$ cat src/rtl/isb_pkg.sv
package isb_pkg;
  typedef enum logic {
    LAYOUT_PLAIN = 1'b0,
    LAYOUT_ADDR  = 1'b1
  } rx_layout_e;
endpackage

$ cat src/rtl/isb_reset_sync.sv
module isb_reset_sync (
  input  logic clk,
  input  logic rst_n,
  output logic rst_n_sync
);
  logic [1:0] sync_q;

  always_ff @(posedge clk or negedge rst_n) begin
    if (!rst_n) sync_q <= 2'b00;
    else        sync_q <= {sync_q[0], 1'b1};
  end

  assign rst_n_sync = sync_q[1];
endmodule

$ cat src/rtl/isb_delay_line.sv
module isb_delay_line #(
  parameter int unsigned MAX_DLY = 8,
  localparam int unsigned SEL_W  = $clog2(MAX_DLY)
) (
  input  logic             clk,
  input  logic             rst_n,
  input  logic             din,
  input  logic [SEL_W-1:0] sel,
  output logic             dout
);
  logic [MAX_DLY-1:0] stg_q, stg_d;

  always_comb stg_d = {stg_q[MAX_DLY-2:0], din};

  always_ff @(posedge clk or negedge rst_n) begin
    if (!rst_n) stg_q <= '1;
    else        stg_q <= stg_d;
  end

  // tap k holds the value from k+1 cycles back
  assign dout = (sel == '0) ? din : stg_q[sel];
endmodule

$ cat src/rtl/isb_rx_arrange.sv
module isb_rx_arrange
  import isb_pkg::*;
#(
  parameter int unsigned BYTE_W = 8,
  localparam int unsigned WORD_W = BYTE_W + 1
) (
  input  logic [WORD_W-1:0] samples,  // bit k = k-th sample
  input  rx_layout_e        layout,
  output logic [WORD_W-1:0] word
);
  logic [WORD_W-1:0] plain_w, addr_w;

  for (genvar k = 0; k < BYTE_W; k++) begin : g_plain
    assign plain_w[BYTE_W-1-k] = samples[k];
  end
  assign plain_w[BYTE_W] = samples[BYTE_W];

  for (genvar k = 0; k < BYTE_W-1; k++) begin : g_addr
    assign addr_w[BYTE_W-2-k] = samples[k];
  end
  assign addr_w[BYTE_W]   = samples[BYTE_W-1];
  assign addr_w[BYTE_W-1] = samples[BYTE_W];

  assign word = (layout == LAYOUT_ADDR) ? addr_w : plain_w;
endmodule

$ cat src/rtl/isb_shift_ctrl.sv
module isb_shift_ctrl #(
  parameter int unsigned BYTE_W = 8,
  localparam int unsigned WORD_W = BYTE_W + 1,
  localparam int unsigned CNT_W  = $clog2(BYTE_W + 1)
) (
  input  logic              clk,
  input  logic              rst_n,
  input  logic              en,
  input  logic              load,
  input  logic [WORD_W-1:0] tx_word,
  input  logic              scl_rise,
  input  logic              scl_fall,
  input  logic              sda_in,
  input  logic              arb_en,
  input  logic              idle_hi,
  input  logic [WORD_W-1:0] arranged,
  output logic [WORD_W-1:0] samples,
  output logic              line_req,
  output logic [WORD_W-1:0] rx_word,
  output logic              done,
  output logic              arb_lost
);
  localparam logic [CNT_W-1:0] LAST = CNT_W'(BYTE_W);

  logic              busy_q, busy_d;
  logic [CNT_W-1:0]  cnt_q, cnt_d;
  logic [WORD_W-1:0] seq_q, seq_d;
  logic [BYTE_W-1:0] samp_q, samp_d;
  logic              arb_q, arb_d;
  logic              done_q, done_d;
  logic [WORD_W-1:0] rxw_q, rxw_d;
  logic              last_bit, cur_bit;

  assign last_bit = (cnt_q == LAST);
  assign cur_bit  = seq_q[WORD_W-1];
  assign samples  = {sda_in, samp_q};

  always_comb begin
    busy_d = busy_q;
    cnt_d  = cnt_q;
    seq_d  = seq_q;
    samp_d = samp_q;
    arb_d  = arb_q;
    done_d = 1'b0;
    rxw_d  = rxw_q;
    if (!en) begin
      busy_d = 1'b0;
      cnt_d  = '0;
      arb_d  = 1'b0;
    end else if (load && !busy_q) begin
      busy_d = 1'b1;
      cnt_d  = '0;
      arb_d  = 1'b0;
      seq_d  = {tx_word[BYTE_W-1:0], tx_word[BYTE_W]};
    end else if (busy_q && scl_rise) begin
      if (arb_en && !last_bit && cur_bit && !sda_in) arb_d = 1'b1;
      for (int i = 0; i < BYTE_W; i++) begin
        if (cnt_q == CNT_W'(i)) samp_d[i] = sda_in;
      end
      if (last_bit) begin
        done_d = 1'b1;
        busy_d = 1'b0;
        rxw_d  = arranged;
      end
    end else if (busy_q && scl_fall && !last_bit) begin
      cnt_d = cnt_q + CNT_W'(1);
      seq_d = {seq_q[WORD_W-2:0], 1'b1};
    end
  end

  always_ff @(posedge clk or negedge rst_n) begin
    if (!rst_n) begin
      busy_q <= 1'b0;
      cnt_q  <= '0;
      seq_q  <= '1;
      samp_q <= '0;
      arb_q  <= 1'b0;
      done_q <= 1'b0;
      rxw_q  <= '0;
    end else begin
      busy_q <= busy_d;
      cnt_q  <= cnt_d;
      seq_q  <= seq_d;
      samp_q <= samp_d;
      arb_q  <= arb_d;
      done_q <= done_d;
      rxw_q  <= rxw_d;
    end
  end

  always_comb begin
    if (!en)                  line_req = idle_hi;
    else if (busy_q && !arb_q) line_req = cur_bit;
    else                      line_req = 1'b1;
  end

  assign rx_word  = rxw_q;
  assign done     = done_q;
  assign arb_lost = arb_q;
endmodule

$ cat src/rtl/i2c_byte_shifter.sv
module i2c_byte_shifter
  import isb_pkg::*;
#(
  parameter int unsigned BYTE_W  = 8,
  parameter int unsigned MAX_DLY = 8,
  localparam int unsigned SEL_W  = $clog2(MAX_DLY)
) (
  input  logic              clk,
  input  logic              rst_n,
  input  logic              en,
  input  logic              load,
  input  logic [BYTE_W:0]   tx_word,
  input  logic              scl_rise,
  input  logic              scl_fall,
  input  logic              sda_in,
  input  logic              arb_en,
  input  logic [SEL_W-1:0]  dly_sel,
  input  logic              sda_off,
  input  logic              rx_addr_layout,
  input  logic              ckph,
  input  logic              idle_hi,
  output logic              sda_drive_low,
  output logic [BYTE_W:0]   rx_word,
  output logic              done,
  output logic              arb_lost
);
  logic            rst_n_sync;
  logic            line_req, line_dly;
  logic [BYTE_W:0] samples, arranged;
  rx_layout_e      layout;

  assign layout = (rx_addr_layout && !ckph) ? LAYOUT_ADDR : LAYOUT_PLAIN;

  isb_reset_sync u_rst (
    .clk        (clk),
    .rst_n      (rst_n),
    .rst_n_sync (rst_n_sync)
  );

  isb_shift_ctrl #(.BYTE_W(BYTE_W)) u_ctrl (
    .clk      (clk),
    .rst_n    (rst_n_sync),
    .en       (en),
    .load     (load),
    .tx_word  (tx_word),
    .scl_rise (scl_rise),
    .scl_fall (scl_fall),
    .sda_in   (sda_in),
    .arb_en   (arb_en),
    .idle_hi  (idle_hi),
    .arranged (arranged),
    .samples  (samples),
    .line_req (line_req),
    .rx_word  (rx_word),
    .done     (done),
    .arb_lost (arb_lost)
  );

  isb_rx_arrange #(.BYTE_W(BYTE_W)) u_arr (
    .samples (samples),
    .layout  (layout),
    .word    (arranged)
  );

  isb_delay_line #(.MAX_DLY(MAX_DLY)) u_dly (
    .clk   (clk),
    .rst_n (rst_n_sync),
    .din   (line_req),
    .sel   (dly_sel),
    .dout  (line_dly)
  );

  assign sda_drive_low = !sda_off && !line_dly;
endmodule

$ cat config.mk
export PLATFORM = sky130hd
export DESIGN_NAME = i2c_byte_shifter
export DESIGN_NICKNAME = d
export VERILOG_FILES = /design/src/rtl/isb_pkg.sv /design/src/rtl/isb_reset_sync.sv /design/src/rtl/isb_delay_line.sv /design/src/rtl/isb_rx_arrange.sv /design/src/rtl/isb_shift_ctrl.sv /design/src/rtl/i2c_byte_shifter.sv
export SDC_FILE = /design/constraint.sdc
export NUM_CORES = 1
export LEC_CHECK = 0
export BUFFER_PORTS_ARGS = -buffer_cell sky130_fd_sc_hd__buf_2
export CAP_MARGIN = 20
export CORE_ASPECT_RATIO = 0.9
export CORE_MARGIN = 3
export CORE_UTILIZATION = 45
export DETAILED_ROUTE_END_ITERATION = 10
export PLACE_DENSITY = 0.69
export REMOVE_ABC_BUFFERS = 1
export SYNTH_ARGS = -nofsm -noshare
export SYNTH_HDL_FRONTEND = slang
export SYNTH_SLANG_ARGS = --single-unit
$ cat constraint.sdc
create_clock -name clk -period 1.35 [get_ports clk]
set_input_delay 0.135 -clock clk [delete_from_list [all_inputs] [get_ports clk]]
set_output_delay 0.135 -clock clk [all_outputs]
set_load 0.005 [all_outputs]
**After elaboration in Yosys (flattened, before gate mapping)**

Index checks and enable logic that the tools add are counted.

- Output and inout port bits: 12
- Register bits: 43
- Input port bits: 24

- Mux-type cells: 26
- Bitwise gates (word level): 1
- Equality and inequality tests: 14
- Add/subtract/negate cells: 1
- $lt $le $gt $ge: 1
- Reduce and logical (&&, ||, !) cells: 33

Operators by type and width:

| operator | count |
|---|---|
| 9-bit two-way mux | 4 |
| 4-bit AND reduction | 9 |
| 1-bit two-way mux | 17 |
| 4-bit by 3-bit equality test with 1-bit output, second input constant | 4 |
| 4-bit two-way mux | 4 |
| 3-bit by 1-bit != test with 1-bit output, second input constant | 4 |
| 1-bit logical AND | 10 |
| 4-bit by 2-bit equality test with 1-bit output, second input constant | 2 |
| 1-bit zero test | 7 |
| 2-bit AND reduction | 3 |
| 4-bit by 1-bit adder with 4-bit output, second input constant | 1 |
| 4-bit by 1-bit equality test with 1-bit output, second input constant | 1 |
| 4-bit equality test, second input constant | 1 |
| 4-bit zero test | 1 |
| 3-bit by 4-bit < comparator with 1-bit output, second input constant | 1 |
| 1-bit binary-select mux with 3-bit select | 1 |
| 3-bit zero test | 1 |
| 3-bit by 2-bit != test with 1-bit output, second input constant | 1 |
| 3-bit AND reduction | 1 |
| 2-bit by 1-bit != test with 1-bit output, second input constant | 1 |
| 2-bit nonzero test | 1 |
| 1-bit NOT | 1 |

**Depth between registers and ports, before layout**

- Word-level depth: 9
- Gate-level depth with buffers: 6

**Modules after synthesis**

A second synthesis with hierarchy kept.

- Cell total of the unflattened synthesis: 151
- Area, all modules: 2058.2 um^2

By module, submodules not included:

| module | seq. area each (um^2) | area an instance (um^2) | instances | cells an instance |
|---|---|---|---|---|
| isb_shift_ctrl | 837.1 | 1566.5 | 1 | 125 |
| isb_delay_line | 210.2 | 274.0 | 1 | 11 |
| isb_rx_arrange | 0.0 | 146.4 | 1 | 10 |
| isb_reset_sync | 50.0 | 53.8 | 1 | 3 |
| i2c_byte_shifter | 0.0 | 17.5 | 1 | 2 |

**Worst setup path before layout**

Ideal clock, no wire load.

- Path type: flip-flop to flip-flop
- Start: register u_ctrl.cnt_q[0]
- End: register u_ctrl.rxw_q[0], in the netlist u_ctrl.rx_word[0]
- Arrival: 1536 ps
- Setup time: 125 ps
- Cell stages (with the launch flop): 7
- Slack: -311 ps
- Buffers on the path: 1
- Cells stage by stage: dfrtp_1 inv_1 ha_1 and3b_1 and3_4 buf_6 mux2_2

- Cells in the longest elaborated chain, start to end: 2

Ends and longest elaborated chain:

| element | RTL line | RTL |
|---|---|---|
| from (decl) | isb_shift_ctrl.sv:26 | `logic [CNT_W-1:0] cnt_q, cnt_d;` |
| from (signal assigned) | isb_shift_ctrl.sv:82 | `cnt_q <= cnt_d;` |
| 4-bit equality test | isb_shift_ctrl.sv:34 | `assign last_bit = (cnt_q == LAST);` |
| 4-bit AND reduction (no line) | -- |  |
| to (signal assigned) | isb_shift_ctrl.sv:87 | `rxw_q <= rxw_d;` |
| to (decl) | isb_shift_ctrl.sv:31 | `logic [WORD_W-1:0] rxw_q, rxw_d;` |

No other way between the ends.
A chain may end at the register's enable or synchronous reset.

**Worst setup path in the final report**

- Start: register u_dly.stg_q[6]
- End: output port sda_drive_low

- Cells in the longest elaborated chain, start to end: 5

Ends and longest elaborated chain:

| element | RTL line | RTL |
|---|---|---|
| from (decl) | isb_delay_line.sv:11 | `logic [MAX_DLY-1:0] stg_q, stg_d;` |
| from (signal assigned) | isb_delay_line.sv:17 | `else stg_q <= stg_d;` |
| 1-bit binary-select mux with 3-bit select | isb_delay_line.sv:21 | `assign dout = (sel == '0) ? din : stg_q[sel];` |
| 1-bit two-way mux (implied by the code) | isb_delay_line.sv:21 |  |
| 1-bit two-way mux | isb_delay_line.sv:21 |  |
| 1-bit zero test | i2c_byte_shifter.sv:73 | `assign sda_drive_low = !sda_off && !line_dly;` |
| 1-bit logical AND | i2c_byte_shifter.sv:73 |  |
| to (decl) | i2c_byte_shifter.sv:22 | `output logic sda_drive_low,` |

No other way between the ends. The select of a mux whose other input is x is not followed.

==> flow_metrics.tcl <==
set metrics [dict create \
    status "finished, violations left" \
    failed_checks "setup timing" \
    grt_pass1_wl_um 7480 \
    slew_viol_final 0 \
    r2r_cells 5 \
    maxCapViolCount 0 \
    synthesis.area_um2 2050 \
    synth.area.mux_share_pct 16.6 \
    fin_hold_ws_ns 0.0788 \
    leakage_nw 1.23 \
    synth_compound_gate_area_share_pct 9.60 \
    area_growth_pct 34.1 \
    grt_start_max_net_pins 26 \
    drc 0 \
    hold_class "in -> reg" \
    async_flop_share_pct 100 \
    total_power_w 0.00262 \
    numPortBuffers 35 \
    cp-end-kind "primary output" \
    die-area_um2 5390 \
    ys_ff_latch 43 \
    ir_drop_v 0.000425 \
    routedWlPerCell_um 16.5 \
    setup.worst_path.class "reg -> out" \
    rsz0062_at_grt "yes" \
    nets 247 \
    synth_top_area_cell "dfrtp_1" \
    setup_violations 29 \
    yosys_warnings 0 \
    pin_count 36 \
    ys_seq_area_share_pct 53.6 \
    rrSetupSlack_ns -0.30 \
    min_from "tx_word[8]" \
    max_clock_freq_mhz 599 \
    cts_buffer_depth 2 \
    pre_cts_ws_ns -0.273 \
    cts_tree "yes" \
    numClockSinks 43 \
    setup_tns_ns -5.70 \
    ant_nets 0 \
    crit_arrival_ns 1.53 \
    synth_fa_ha_area_share_pct 2.45 \
    finalHoldViolCount 0 \
    synthSimpleGateAreaFrac_pct 14.4 \
    finClkSkew_ns 0.00620 \
    placed_area_um2 2390 \
    num_rows 22 \
    rr_endpoint "u_ctrl.rx_word[8]$_DFFE_PN0P_" \
    startpoint "u_dly.stg_q[6]$_DFF_PN1_" \
    vias 1545 \
    die_h_um 70.0 \
    gp_congestion 0.850 \
    finalCriticalPeriod_ns 1.67 \
    fin_ws_ns -0.320 \
    synth_edf_count 0 \
    synth_area_per_cell_um2 12.9 \
    grt_antenna_before_repair 0 \
    diodes 0 \
    power_density_nw_per_um2 955 \
    fin_area_um2 2740 \
    synth_top_cell_area_share_pct 31.8 \
    gr-total-overflow 0 \
    grt_usage_pct 17.6 \
    grt_pass1_vias 1556 \
    drtPass1Iterations 4 \
    start_util_pct 48.3 \
    drive_gt1_share_pct 69.1 \
    ys.flop_type "dfrtp_1" \
    avgViaCountPerCell 5.52 \
    core_um2 4240 \
    crit_fanout 2 \
    dpl.hpwl_um 3140 \
    ys_top_cells_by_area "dfrtp_1 32%, dfstp_2 22%, mux2_2 14%" \
    insertion_delay_ns 0.29 \
    r2r-start "u_ctrl.cnt_q[0]$_DFFE_PN0P_" \
    wl_um 4620 \
    cts_buffers 5 \
    fin_crit_sh_pct 124 \
    synth_cell_types 40 \
    synthCells 159 \
    min_to "u_ctrl.seq_q[0]$_DFFE_PN1P_" \
    synth_top_family_by_area "multiplexers" \
    synth_xor_area_share_pct 0 \
    required_ns 1.22 \
    cts.htree.levels 2 \
    drt_iter0_markers 61 \
    path_clk_slew_ns 0.08 \
    crit_path_start_kind "register" \
    hold_path_depth 3 \
    cts-root-buf "clkbuf_8" \
    die_w_um 77.1 \
]
-- cell usage in the layout (no fill, tap or decap), drive strengths merged, types with 6 or more instances in the layout --
cell type  count
buf           58
clkbuf         6
dfrtp         26
dfstp         17
inv            6
mux2          27
nand3          6
nor3           7
o221a          8
or2            8
-- worst max-delay path by stage --
| stage | endpoint | slack (ns) |
|---|---|---|
| after floorplan | u_ctrl.rx_word[0]$_DFFE_PN0P_ | -0.27 |
| final | sda_drive_low | -0.32 |
| after detailed placement | u_ctrl.rx_word[1]$_DFFE_PN0P_ | -0.27 |
| after global placement | u_ctrl.rx_word[5]$_DFFE_PN0P_ | -0.19 |
| after CTS | sda_drive_low | -0.35 |
| after global routing | sda_drive_low | -0.39 |
-- state kept, by name, summed over array words and instances (netlist names), 2 cells and up --
signal	count
u_ctrl.samp_q	8
u_rst.sync_q	2
u_ctrl.cnt_q	4
u_ctrl.rx_word	9
u_dly.stg_q	8
u_ctrl.seq_q	9
-- worst max-delay path: stages (launching register included) --
cell and delay, ns:
dfstp_2 0.37, mux4_2 0.47, a221oi_2 0.25, buf_2 0.15
-- metrics by stage --
stage               utilization [%]  instances
floorplan                         -        153
global placement               56.5        267
detailed placement             56.5        267
CTS                            63.5        278
global route                   64.7        280
finish                         64.7        280
-- cell families after synthesis --
| kind of cell | Yosys count |
|---|---|
| fa+ha+maj | 4 |
| buf+inv | 11 |
| simple gates | 48 |
| other cells | 1 |
| compound gates | 23 |
| mux | 29 |
| flops | 43 |
-- synthesized netlist by cell type (all sizes together) (2+ instances only) --
master,count
mux2,27
dfrtp,26
dfstp,17
o221a,8
or2,8
nor3,7
nand3,6
a21oi,5
inv,5
buf,4
ha,4
nand3b,4
nand2,3
nand2b,3
nand4,3
nor2,3
a21boi,2
and3b,2
clkbuf,2
nor2b,2
o211ai,2
o21ai,2
-- area by class of cell --
cell class                 count  area [µm²]
clock buffer                   6        72.6
clock inverter                 2        11.3
fill                         328        1500
inverter                       5        18.8
multi-input combinational    105        1080
sequential                    43        1100
tap                           60        75.1
timing repair buffer          59         380
-- metal layers --
metal	wire, µm	track usage [%]	up-vias
met4	85	6.72	0
met2	2360	29.6	34
met1	2040	22.7	797
met5	0	0	-
li1	-	-	707
met3	140	3.22	7
-- report_power, final --
| group | leakage, nW | internal [W] | total [W] | switching, W |
|---|---|---|---|---|
| Sequential | 0.531 | 0.00143 | 0.00149 | 0.0000547 |
| Clock | 0.0455 | 0.000363 | 0.000791 | 0.000428 |
| Combinational | 0.653 | 0.000181 | 0.000340 | 0.000159 |
| Total | 1.23 | 0.00198 | 0.00262 | 0.000641 |
-- timing repair --
| item | CTS | global route |
|---|---|---|
| setup endpoints to repair | 31 | 31 |
| buffers inserted | 4 | 5 |
| resized for setup | 42 | 12 |
| pin swaps | 8 | 11 |
| hold buffers | 1 | 0 |
| endpoints found under the hold margin | 2 | 0 |
Note: power is estimated with default switching activity, not from simulation.
